## src/rtl/slpseq_pkg.sv

```systemverilog
package slpseq_pkg;

    typedef enum logic [3:0] {
        ST_IDLE,
        ST_STOPGNT,
        ST_HOLDOFF,
        ST_ENTRY,
        ST_ASLEEP,
        ST_EXIT,
        ST_SETTLE,
        ST_RELEASE,
        ST_PARKED
    } seq_state_e;

    typedef struct packed {
        logic stpclk_n;
        logic slp_n;
        logic bus_block;
        logic busy;
    } pin_bundle_t;

    localparam pin_bundle_t PINS_RUN = '{stpclk_n: 1'b1, slp_n: 1'b1, bus_block: 1'b0, busy: 1'b0};

    function automatic pin_bundle_t pins_for(seq_state_e s);
        pin_bundle_t p;
        p = PINS_RUN;
        case (s)
            ST_IDLE:    p = PINS_RUN;
            ST_STOPGNT: p.stpclk_n = 1'b0;
            ST_PARKED:  p.stpclk_n = 1'b0;
            ST_HOLDOFF: begin
                p.stpclk_n = 1'b0;
                p.busy     = 1'b1;
            end
            ST_ENTRY, ST_ASLEEP: begin
                p.stpclk_n  = 1'b0;
                p.slp_n     = 1'b0;
                p.bus_block = 1'b1;
                p.busy      = 1'b1;
            end
            ST_EXIT, ST_SETTLE: begin
                p.stpclk_n  = 1'b0;
                p.bus_block = 1'b1;
                p.busy      = 1'b1;
            end
            ST_RELEASE: begin
                p.bus_block = 1'b1;
                p.busy      = 1'b1;
            end
            default: p = PINS_RUN;
        endcase
        return p;
    endfunction

    function automatic int unsigned max3(int unsigned a, int unsigned b, int unsigned c);
        int unsigned m;
        m = (a > b) ? a : b;
        return (m > c) ? m : c;
    endfunction

endpackage

```

## src/rtl/slpseq_timer.sv

```systemverilog
module slpseq_timer #(
    parameter int unsigned CW = 7
) (
    input  logic          clk,
    input  logic          rst,
    input  logic          restart,
    output logic [CW-1:0] count
);
    localparam logic [CW-1:0] TOP = '1;

    always_ff @(posedge clk) begin
        if (rst || restart) begin
            count <= '0;
        end else if (count != TOP) begin
            count <= count + 1'b1;
        end
    end
endmodule

```

## src/rtl/slpseq_fsm.sv

```systemverilog
module slpseq_fsm
    import slpseq_pkg::*;
#(
    parameter int unsigned NCPU        = 2,
    parameter int unsigned HOLD_CLKS   = 100,
    parameter int unsigned WIN_CLKS    = 10,
    parameter int unsigned SETTLE_CLKS = 10,
    parameter int unsigned CW          = 7
) (
    input  logic            clk,
    input  logic            rst,
    input  logic [NCPU-1:0] sg_done,
    input  logic            sleep_req,
    input  logic            wake_evt,
    input  logic            irq_pend,
    input  logic            cpu_rst_req,
    input  logic [CW-1:0]   count,
    output logic            restart,
    output seq_state_e      state
);
    localparam logic [CW-1:0] HOLD_LAST   = CW'(HOLD_CLKS - 1);
    localparam logic [CW-1:0] WIN_LAST    = CW'(WIN_CLKS - 1);
    localparam logic [CW-1:0] SETTLE_LAST = CW'(SETTLE_CLKS - 1);

    seq_state_e next;
    logic       irq_seen;
    logic       all_granted;

    assign all_granted = &sg_done;

    always_comb begin
        next = state;
        case (state)
            ST_IDLE:    if (sleep_req) next = ST_STOPGNT;
            ST_STOPGNT: if (all_granted) next = ST_HOLDOFF;
            ST_HOLDOFF: if (count == HOLD_LAST) next = ST_ENTRY;
            ST_ENTRY:   if (count == WIN_LAST) next = ST_ASLEEP;
            ST_ASLEEP:  if (wake_evt) next = ST_EXIT;
            ST_EXIT:    if (count == WIN_LAST) next = ST_SETTLE;
            ST_SETTLE: begin
                if (count == SETTLE_LAST) begin
                    next = (irq_seen || irq_pend) ? ST_RELEASE : ST_PARKED;
                end
            end
            ST_RELEASE: next = ST_IDLE;
            ST_PARKED: begin
                if (irq_pend) begin
                    next = ST_IDLE;
                end else if (sleep_req) begin
                    next = ST_STOPGNT;
                end
            end
            default: next = ST_IDLE;
        endcase
        if (cpu_rst_req) begin
            next = ST_IDLE;
        end
    end

    assign restart = (next != state);

    always_ff @(posedge clk) begin
        if (rst) begin
            state    <= ST_IDLE;
            irq_seen <= 1'b0;
        end else begin
            state <= next;
            if (state == ST_ASLEEP && wake_evt) begin
                irq_seen <= irq_pend;
            end else if (state == ST_EXIT || state == ST_SETTLE) begin
                irq_seen <= irq_seen | irq_pend;
            end else begin
                irq_seen <= 1'b0;
            end
        end
    end
endmodule

```

## src/rtl/slpseq_pins.sv

```systemverilog
module slpseq_pins
    import slpseq_pkg::*;
(
    input  seq_state_e  state,
    output pin_bundle_t pins
);
    assign pins = pins_for(state);
endmodule

```

## src/rtl/slpseq_top.sv

```systemverilog
module slpseq_top
    import slpseq_pkg::*;
#(
    parameter int unsigned NCPU        = 2,
    parameter int unsigned HOLD_CLKS   = 100,
    parameter int unsigned WIN_CLKS    = 10,
    parameter int unsigned SETTLE_CLKS = 10
) (
    input  logic            clk,
    input  logic            rst,
    input  logic [NCPU-1:0] sg_done,
    input  logic            sleep_req,
    input  logic            wake_evt,
    input  logic            irq_pend,
    input  logic            cpu_rst_req,
    output logic            stpclk_n,
    output logic            slp_n,
    output logic            bus_block,
    output logic            busy
);
    localparam int unsigned LONGEST = max3(HOLD_CLKS, WIN_CLKS, SETTLE_CLKS);
    localparam int unsigned CW      = $clog2(LONGEST + 1);

    logic          restart;
    logic [CW-1:0] count;
    seq_state_e    state;
    pin_bundle_t   pins;

    slpseq_timer #(.CW(CW)) timer_i (
        .clk     (clk),
        .rst     (rst),
        .restart (restart),
        .count   (count)
    );

    slpseq_fsm #(
        .NCPU        (NCPU),
        .HOLD_CLKS   (HOLD_CLKS),
        .WIN_CLKS    (WIN_CLKS),
        .SETTLE_CLKS (SETTLE_CLKS),
        .CW          (CW)
    ) fsm_i (
        .clk         (clk),
        .rst         (rst),
        .sg_done     (sg_done),
        .sleep_req   (sleep_req),
        .wake_evt    (wake_evt),
        .irq_pend    (irq_pend),
        .cpu_rst_req (cpu_rst_req),
        .count       (count),
        .restart     (restart),
        .state       (state)
    );

    slpseq_pins pins_i (
        .state (state),
        .pins  (pins)
    );

    assign stpclk_n  = pins.stpclk_n;
    assign slp_n     = pins.slp_n;
    assign bus_block = pins.bus_block;
    assign busy      = pins.busy;
endmodule

```

## config.mk

```make
export PLATFORM = sky130hd
export DESIGN_NAME = slpseq_top
export DESIGN_NICKNAME = d
export VERILOG_FILES = /design/src/rtl/slpseq_pkg.sv /design/src/rtl/slpseq_timer.sv /design/src/rtl/slpseq_fsm.sv /design/src/rtl/slpseq_pins.sv /design/src/rtl/slpseq_top.sv
export SDC_FILE = /design/constraint.sdc
export NUM_CORES = 1
export LEC_CHECK = 0
export BUFFER_PORTS_ARGS = -buffer_cell sky130_fd_sc_hd__buf_2
export CORE_ASPECT_RATIO = 1.2
export CORE_MARGIN = 3
export CORE_UTILIZATION = 40
export DETAILED_ROUTE_END_ITERATION = 8
export GPL_TIMING_DRIVEN = 0
export RECOVER_POWER = 25
export SLEW_MARGIN = 0
export SYNTH_ARGS = -nofsm -noshare
export SYNTH_HDL_FRONTEND = slang
export SYNTH_SLANG_ARGS = --single-unit
```

## constraint.sdc

```tcl
create_clock -name clk -period 3.2 [get_ports clk]
set_input_delay 0.16 -clock clk [delete_from_list [all_inputs] [get_ports clk]]
set_output_delay 0.16 -clock clk [all_outputs]
set_load 0.02 [all_outputs]
```

==> results of run 1 <==
-- synthesized netlist by cell type (2+ instances only) --
cell / n
nor2_1: 15
nor3_1: 13
dfxtp_1: 12
nand3_1: 7
nand2_1: 6
o21ai_0: 6
a21oi_1: 5
a31oi_1: 3
buf_2: 3
clkbuf_1: 3
nand4b_1: 3
nor2b_1: 3
a32oi_1: 2
ha_1: 2
mux2i_1: 2
nand3b_1: 2
o211ai_1: 2
o21a_1: 2
or3_1: 2
xor2_1: 2
-- layout by cell type, fill, tap and decap left out, types with 2 or more instances in the layout --
master and instances:
or3_1 2, o21a_1 2, xor2_1 2, buf_2 11, nor3_1 13, clkbuf_4 3, a31oi_1 3, nand3b_1 2
nand4b_1 3, nand3_1 7, dfxtp_1 12, nor2_1 15, nor2b_1 3, clkbuf_1 6, ha_1 2, a32oi_1 2
nand2_1 6, o211ai_1 2, a21oi_1 5, o21ai_0 6, mux2i_1 2
-- per-layer routing --
metal	vias up	wire [µm]	global-route usage, %	part of all wire, %
li1	467	-	-	-
met1	435	955	21.0	41
met2	34	1180	32.2	51
met3	6	151	4.63	6.5
met4	0	50	6.32	2.1
met5	-	0	0	0
-- power breakdown --
part | switching, mW | internal, mW
logic | 0.0264 | 0.0163
registers | 0.00311 | 0.153
clock network | 0.0498 | 0.0691
-- state kept, by name, indices dropped and copies added, names as in the netlist --
signal / flops
fsm_i.state: 4
timer_i.count: 7
fsm_i.irq_seen: 1
-- area by class of cell --
| type | count | area (µm²) | share of cell area (%) |
|---|---|---|---|
| flip-flops and latches | 12 | 240 | 23.3 |
| well taps | 30 | 37.5 | 3.64 |
| clock buffers | 4 | 36.3 | 3.52 |
| repair buffers | 11 | 52.6 | 5.09 |
| multi-input cells | 96 | 621 | 60.1 |
| inverters | 1 | 3.75 | 0.364 |
| plain buffers | 8 | 41.3 | 4.00 |
-- logic make-up (layout without fill, tap and decap cells) --
logic type,Yosys count,in the layout
simple gates,63,63
compound gates,26,26
flops,12,12
buf+inv,9,24
xor+xnor,3,3
fa+ha+maj,2,2
mux,2,2
-- path summary, 6_finish.rpt --
kind | slack [ns] | end
max | 1.01 | timer_i.count[6]
min | 0.15 | fsm_i.state[3]
max reg2reg | 1.01 | timer_i.count[6]
min reg2reg | 0.55 | timer_i.count[1]
==> flow_metrics.tcl, run 1 <==
set metrics [dict create \
    synthTopCellsByArea "dfxtp_1 (26%), nor3_1 (7.2%), nor2_1 (6.2%)" \
    cts_max_level 1 \
    max_clock_freq_ghz 0.456 \
    crit_top_cell "nand4b_1" \
    final_util_pct 48.8 \
    syn-cell-area_um2 907 \
    final_antenna_net_count 0 \
    place_ws_ns 1.01 \
    root_buffer "clkbuf_4" \
    antenna_found_initial 0 \
    reg2reg_depth 7 \
    yosysSeqAreaShare_pct 26.5 \
    drtIter0Drc 22 \
    fin_crit_sh_pct 68.5 \
    cts_tree "built" \
    synth_top_area_share_pct 26.5 \
    drv_cap 0 \
    final_nets 143 \
    core_area_um2 2120 \
    status "completed" \
    hold_class "input pin to flop" \
    nFillCells 241 \
    critical_path.startpoint_type "flop" \
    synth_simple_gate_area_share_pct 39.3 \
    fin_area_um2 1030 \
    worstHoldStart "rst" \
    grt_pass1_wl_mm 4.02 \
    ys.flop_type "dfxtp_1" \
    p_leak_nw 0.376 \
    max_stage_delay_ns 0.42 \
    path_class "flop to flop" \
    cts_resized 0 \
    cp.required_ns 3.39 \
    clkLatencyLatePin_ns 0.27 \
    vias_per_cell 5.81 \
    synthMuxAreaShare_pct 2.21 \
    io-pin-count 12 \
    hpwl_mm 1.81 \
    routedWlPerCell_um 14.4 \
    skew_ns 0.00407 \
    crit_chain "clkbuf_1 -> nor2_1 -> nand4b_1 -> nand4b_1 -> o31a_1 -> o21a_1 -> nor3_1" \
    worst_slack_ns 1.01 \
    num_vias 942 \
    setup_violations 0 \
    hold_path_depth 2 \
    yosysWarningCount 0 \
    grt_max_degree 11 \
    drc 0 \
    path_buf_inv 1 \
    grt_overflow 0 \
    rsz0062_at_grt "no" \
    ys_ff_latch 12 \
    initial_core_util_pct 42.8 \
    rows 18 \
    area_delta_synth_final_pct 13.8 \
    grt_pass1_vias 874 \
    dieArea_um2 2880 \
    power_density_nw_per_um2 307 \
    crit_path_top_delay_cell "dfxtp_1" \
    cp.depth 7 \
    crit_family "simple AND/OR/NAND/NOR gates" \
    cts_hold_buf 0 \
    synth_top_family_by_area "simple AND/OR/NAND/NOR gates" \
    n_antenna_cell 0 \
    cp-end-kind "flop" \
    final_max_slew_viol_count 0 \
    syn-instance-count 117 \
    die-height_um 58.2 \
    ys_async_sr_fraction_pct 0 \
    yosys.area.top_type "dfxtp_1" \
    synthAdderAreaFrac_pct 2.76 \
    cp-startpoint "fsm_i.state[2]" \
    synth_edf_count 0 \
    grt_use_total_pct 18.1 \
    ir_drop_mv 0.307 \
    io_buffers 11 \
    drive_above_1_share_pct 16.7 \
    die_w_um 49.5 \
    place.gp.congestion 0.943 \
    clockBufferDepth 2 \
    wl_mm 2.34 \
    hold-worst-slack_ns 0.151 \
    r2r-start "fsm_i.state[2]" \
    syn_nets 127 \
    syn_area_per_cell_um2 7.75 \
    tns_ns 0 \
    first_pass_iters 4 \
    tightest_slew_ns 0.476 \
    synth_compound_area_share_pct 21.2 \
    placed_cell_area_um2 1000 \
    post_cts_buffers 0 \
    clkSinkCount 12 \
    yosys.area_share.xor_xnor_pct 2.90 \
    p_total_mw 0.317 \
    crit_arrival_ns 2.39 \
    dp.cells 158 \
    cts_made_buffers 3 \
    path_clk_slew_ns 0.08 \
    relSlewSlack_pct 68.3 \
    cp_max_fo 10 \
    hold_viol 0 \
    ys_types 42 \
    period_minus_slack_ns 2.19 \
    fin_cells 162 \
]
No activity file was read; power rests on OpenSTA's default activity.
==> inputs of run 2 (changes only) <==
==> constraint.sdc (replaced) <==
create_clock -name clk -period 2 [get_ports clk]
set_input_delay 0.1 -clock clk [delete_from_list [all_inputs] [get_ports clk]]
set_output_delay 0.1 -clock clk [all_outputs]
set_load 0.02 [all_outputs]
==> run 2 against run 1 <==
Net effect:
- core utilization up 4.3 points
- combinational power up 110%
- final area up 8.8%
- global-route usage up 0.49 points
- non-clock buffer count up 3
- power up 66%
- clock skew down 0.00095 ns
- largest power group unchanged
- sequential share of layout area down 1.7 points
- clock-buffer cell count unchanged
- first-iteration DRC count down 59%
==> flow_metrics.tcl, run 2 (synthesized netlist as in run 1, its figures left out) <==
set metrics [dict create \
    fin_area_um2 1120 \
    drive_above_1_share_pct 35.6 \
    period_minus_slack_ns 1.91 \
    path_clk_slew_ns 0.08 \
    final_nets 146 \
    hold_path_depth 2 \
    r2r-end "timer_i.count[5]" \
    hpwl_mm 1.81 \
    r2r_slack_ns 0.09 \
    cp.required_ns 2.20 \
    placed_cell_area_um2 1000 \
    seqPwrFrac_pct 47.1 \
    hold-worst-slack_ns 0.0950 \
    io_buffers 11 \
    max_clock_freq_ghz 0.525 \
    clockPowerShare_pct 35.8 \
    clkSinkCount 12 \
    grt_pass1_vias 912 \
    p_comb_share_pct 17.1 \
    place.gp.congestion 0.943 \
    r2r-start "timer_i.count[1]" \
    core_area_um2 2120 \
    critical_path.startpoint_type "flop" \
    dieArea_um2 2880 \
    fin_crit_sh_pct 95.3 \
    grt_pass1_wl_mm 4.14 \
    multi_input_area_um2 681 \
    routedWlPerCell_um 14.6 \
    final_antenna_net_count 0 \
    crit_arrival_ns 2.10 \
    hold_class "input pin to flop" \
    cts_made_buffers 3 \
    die_w_um 49.5 \
    num_vias 956 \
    root_buffer "clkbuf_4" \
    largestRegisters "timer_i.count x7, fsm_i.state x4, fsm_i.irq_seen x1" \
    final_max_slew_viol_count 0 \
    cp-end-kind "flop" \
    ir_drop_mv 0.489 \
    drtIter0Drc 9 \
    clkLatencyLatePin_ns 0.27 \
    reg2reg_depth 8 \
    n_antenna_cell 0 \
    cts_max_level 1 \
    tns_ns 0 \
    setup_violations 0 \
    skew_ns 0.00312 \
    hold_viol 0 \
    rows 18 \
    wl_mm 2.41 \
    final_cell_mix "buf_2 (15), nor2_1 (15), dfxtp_1 (10)" \
    cp-startpoint "timer_i.count[1]" \
    largest_reg_flops 7 \
    path_class "flop to flop" \
    crit_chain "inv_2 -> ha_2 -> and4bb_4 -> and2_4 -> a2111oi_4 -> a2bb2oi_1 -> a221o_2 -> nor3_2" \
    antenna_found_initial 0 \
    final-seq-area_um2 243 \
    cts_tree "built" \
    p_int_mw 0.394 \
    largest_register "timer_i.count" \
    crit_path_top_delay_cell "a221o_2" \
    die-height_um 58.2 \
    grt_max_degree 11 \
    grt_use_total_pct 18.6 \
    max_stage_delay_ns 0.41 \
    p_leak_nw 0.424 \
    tightest_slew_ns 0.341 \
    area_delta_synth_final_pct 23.9 \
    net-switching-power_mw 0.134 \
    grt_overflow 0 \
    first_pass_iters 4 \
    p_total_mw 0.527 \
    power_density_nw_per_um2 469 \
    io-pin-count 12 \
    swShare_pct 25.4 \
    relSlewSlack_pct 77.1 \
    critPathCapture "timer_i.count[5]" \
    cp_max_fo 7 \
    status "completed" \
    drc 0 \
    vias_per_cell 5.79 \
    clockBufferDepth 2 \
    drv_cap 0 \
    worstHoldStart "rst" \
    initial_core_util_pct 42.8 \
    nFillCells 226 \
]
## run 2: changes by cell type in the layout (fill, tap and decap cells not counted), sizes merged
cell	change
buf	+8
clkbuf	-5
## run 2: cell type report
| cell class | instances | area share, % |
|---|---|---|
| Clock buffer | 4 | 3.23 |
| Tap cell | 30 | 3.34 |
| Buffer | 6 | 2.67 |
| Timing Repair Buffer | 16 | 8.24 |
| Sequential cell | 12 | 21.6 |
| Multi-Input combinational cell | 96 | 60.6 |
| Inverter | 1 | 0.334 |
## run 2: how the worst min path moves through the flow
stage,end,slack (ns)
4_1_cts,fsm_i.state[3],0.08
2_1_floorplan,fsm_i.state[3],0.17
5_1_grt,fsm_i.state[3],0.08
3_3_place_gp,fsm_i.state[3],0.37
3_5_place_dp,fsm_i.state[3],0.38
6_report,fsm_i.state[3],0.1
## run 2: stage by stage
step	util, %	cells	worst slack [ns]
after floorplan	-	117	0.00950
after global placement	47.2	158	-0.149
after detailed placement	47.2	158	-0.186
after CTS	51.8	165	0.00420
after global routing	53.1	165	-0.00239
final	53.1	165	0.0935
## run 2: critical path: cells and delay by family, from the launching register on
family	cells	cell delay, ns
DFF	1	0.33
buffers and inverters	1	0.03
and+or+nand+nor	3	0.52
adders and majority gates	1	0.15
AOI/OAI and AO/OA	3	0.78
## run 2: repair_timing
| action | 4_1_cts | 5_1_grt |
|---|---|---|
| hold buffers | 0 | 0 |
| resized for setup | 13 | 14 |
| setup buffers | 4 | 1 |
| endpoints found under the setup margin | 7 | 8 |
| pin swaps | 10 | 4 |
## run 2: layer usage
| metal | track usage, % | vias up | wire length, µm | part of all wire (%) |
|---|---|---|---|---|
| met5 | 0 | - | 0 | 0 |
| li1 | - | 471 | - | - |
| met4 | 6.72 | 0 | 50 | 2.1 |
| met3 | 4.63 | 6 | 126 | 5.2 |
| met1 | 21.5 | 450 | 966 | 40 |
| met2 | 33.1 | 29 | 1270 | 53 |
## run 2: power by group through the flow
| stage | Sequential (mW) | Combinational [mW] | Clock, mW |
|---|---|---|---|
| 3_5_place_dp | 0.255 | 0.0685 | 0 |
| 6_report | 0.249 | 0.0900 | 0.189 |
| 5_1_grt | 0.250 | 0.101 | 0.212 |
| 2_1_floorplan | 0.254 | 0.0442 | 0 |
| 4_1_cts | 0.248 | 0.0864 | 0.199 |
| 3_3_place_gp | 0.255 | 0.0677 | 0 |
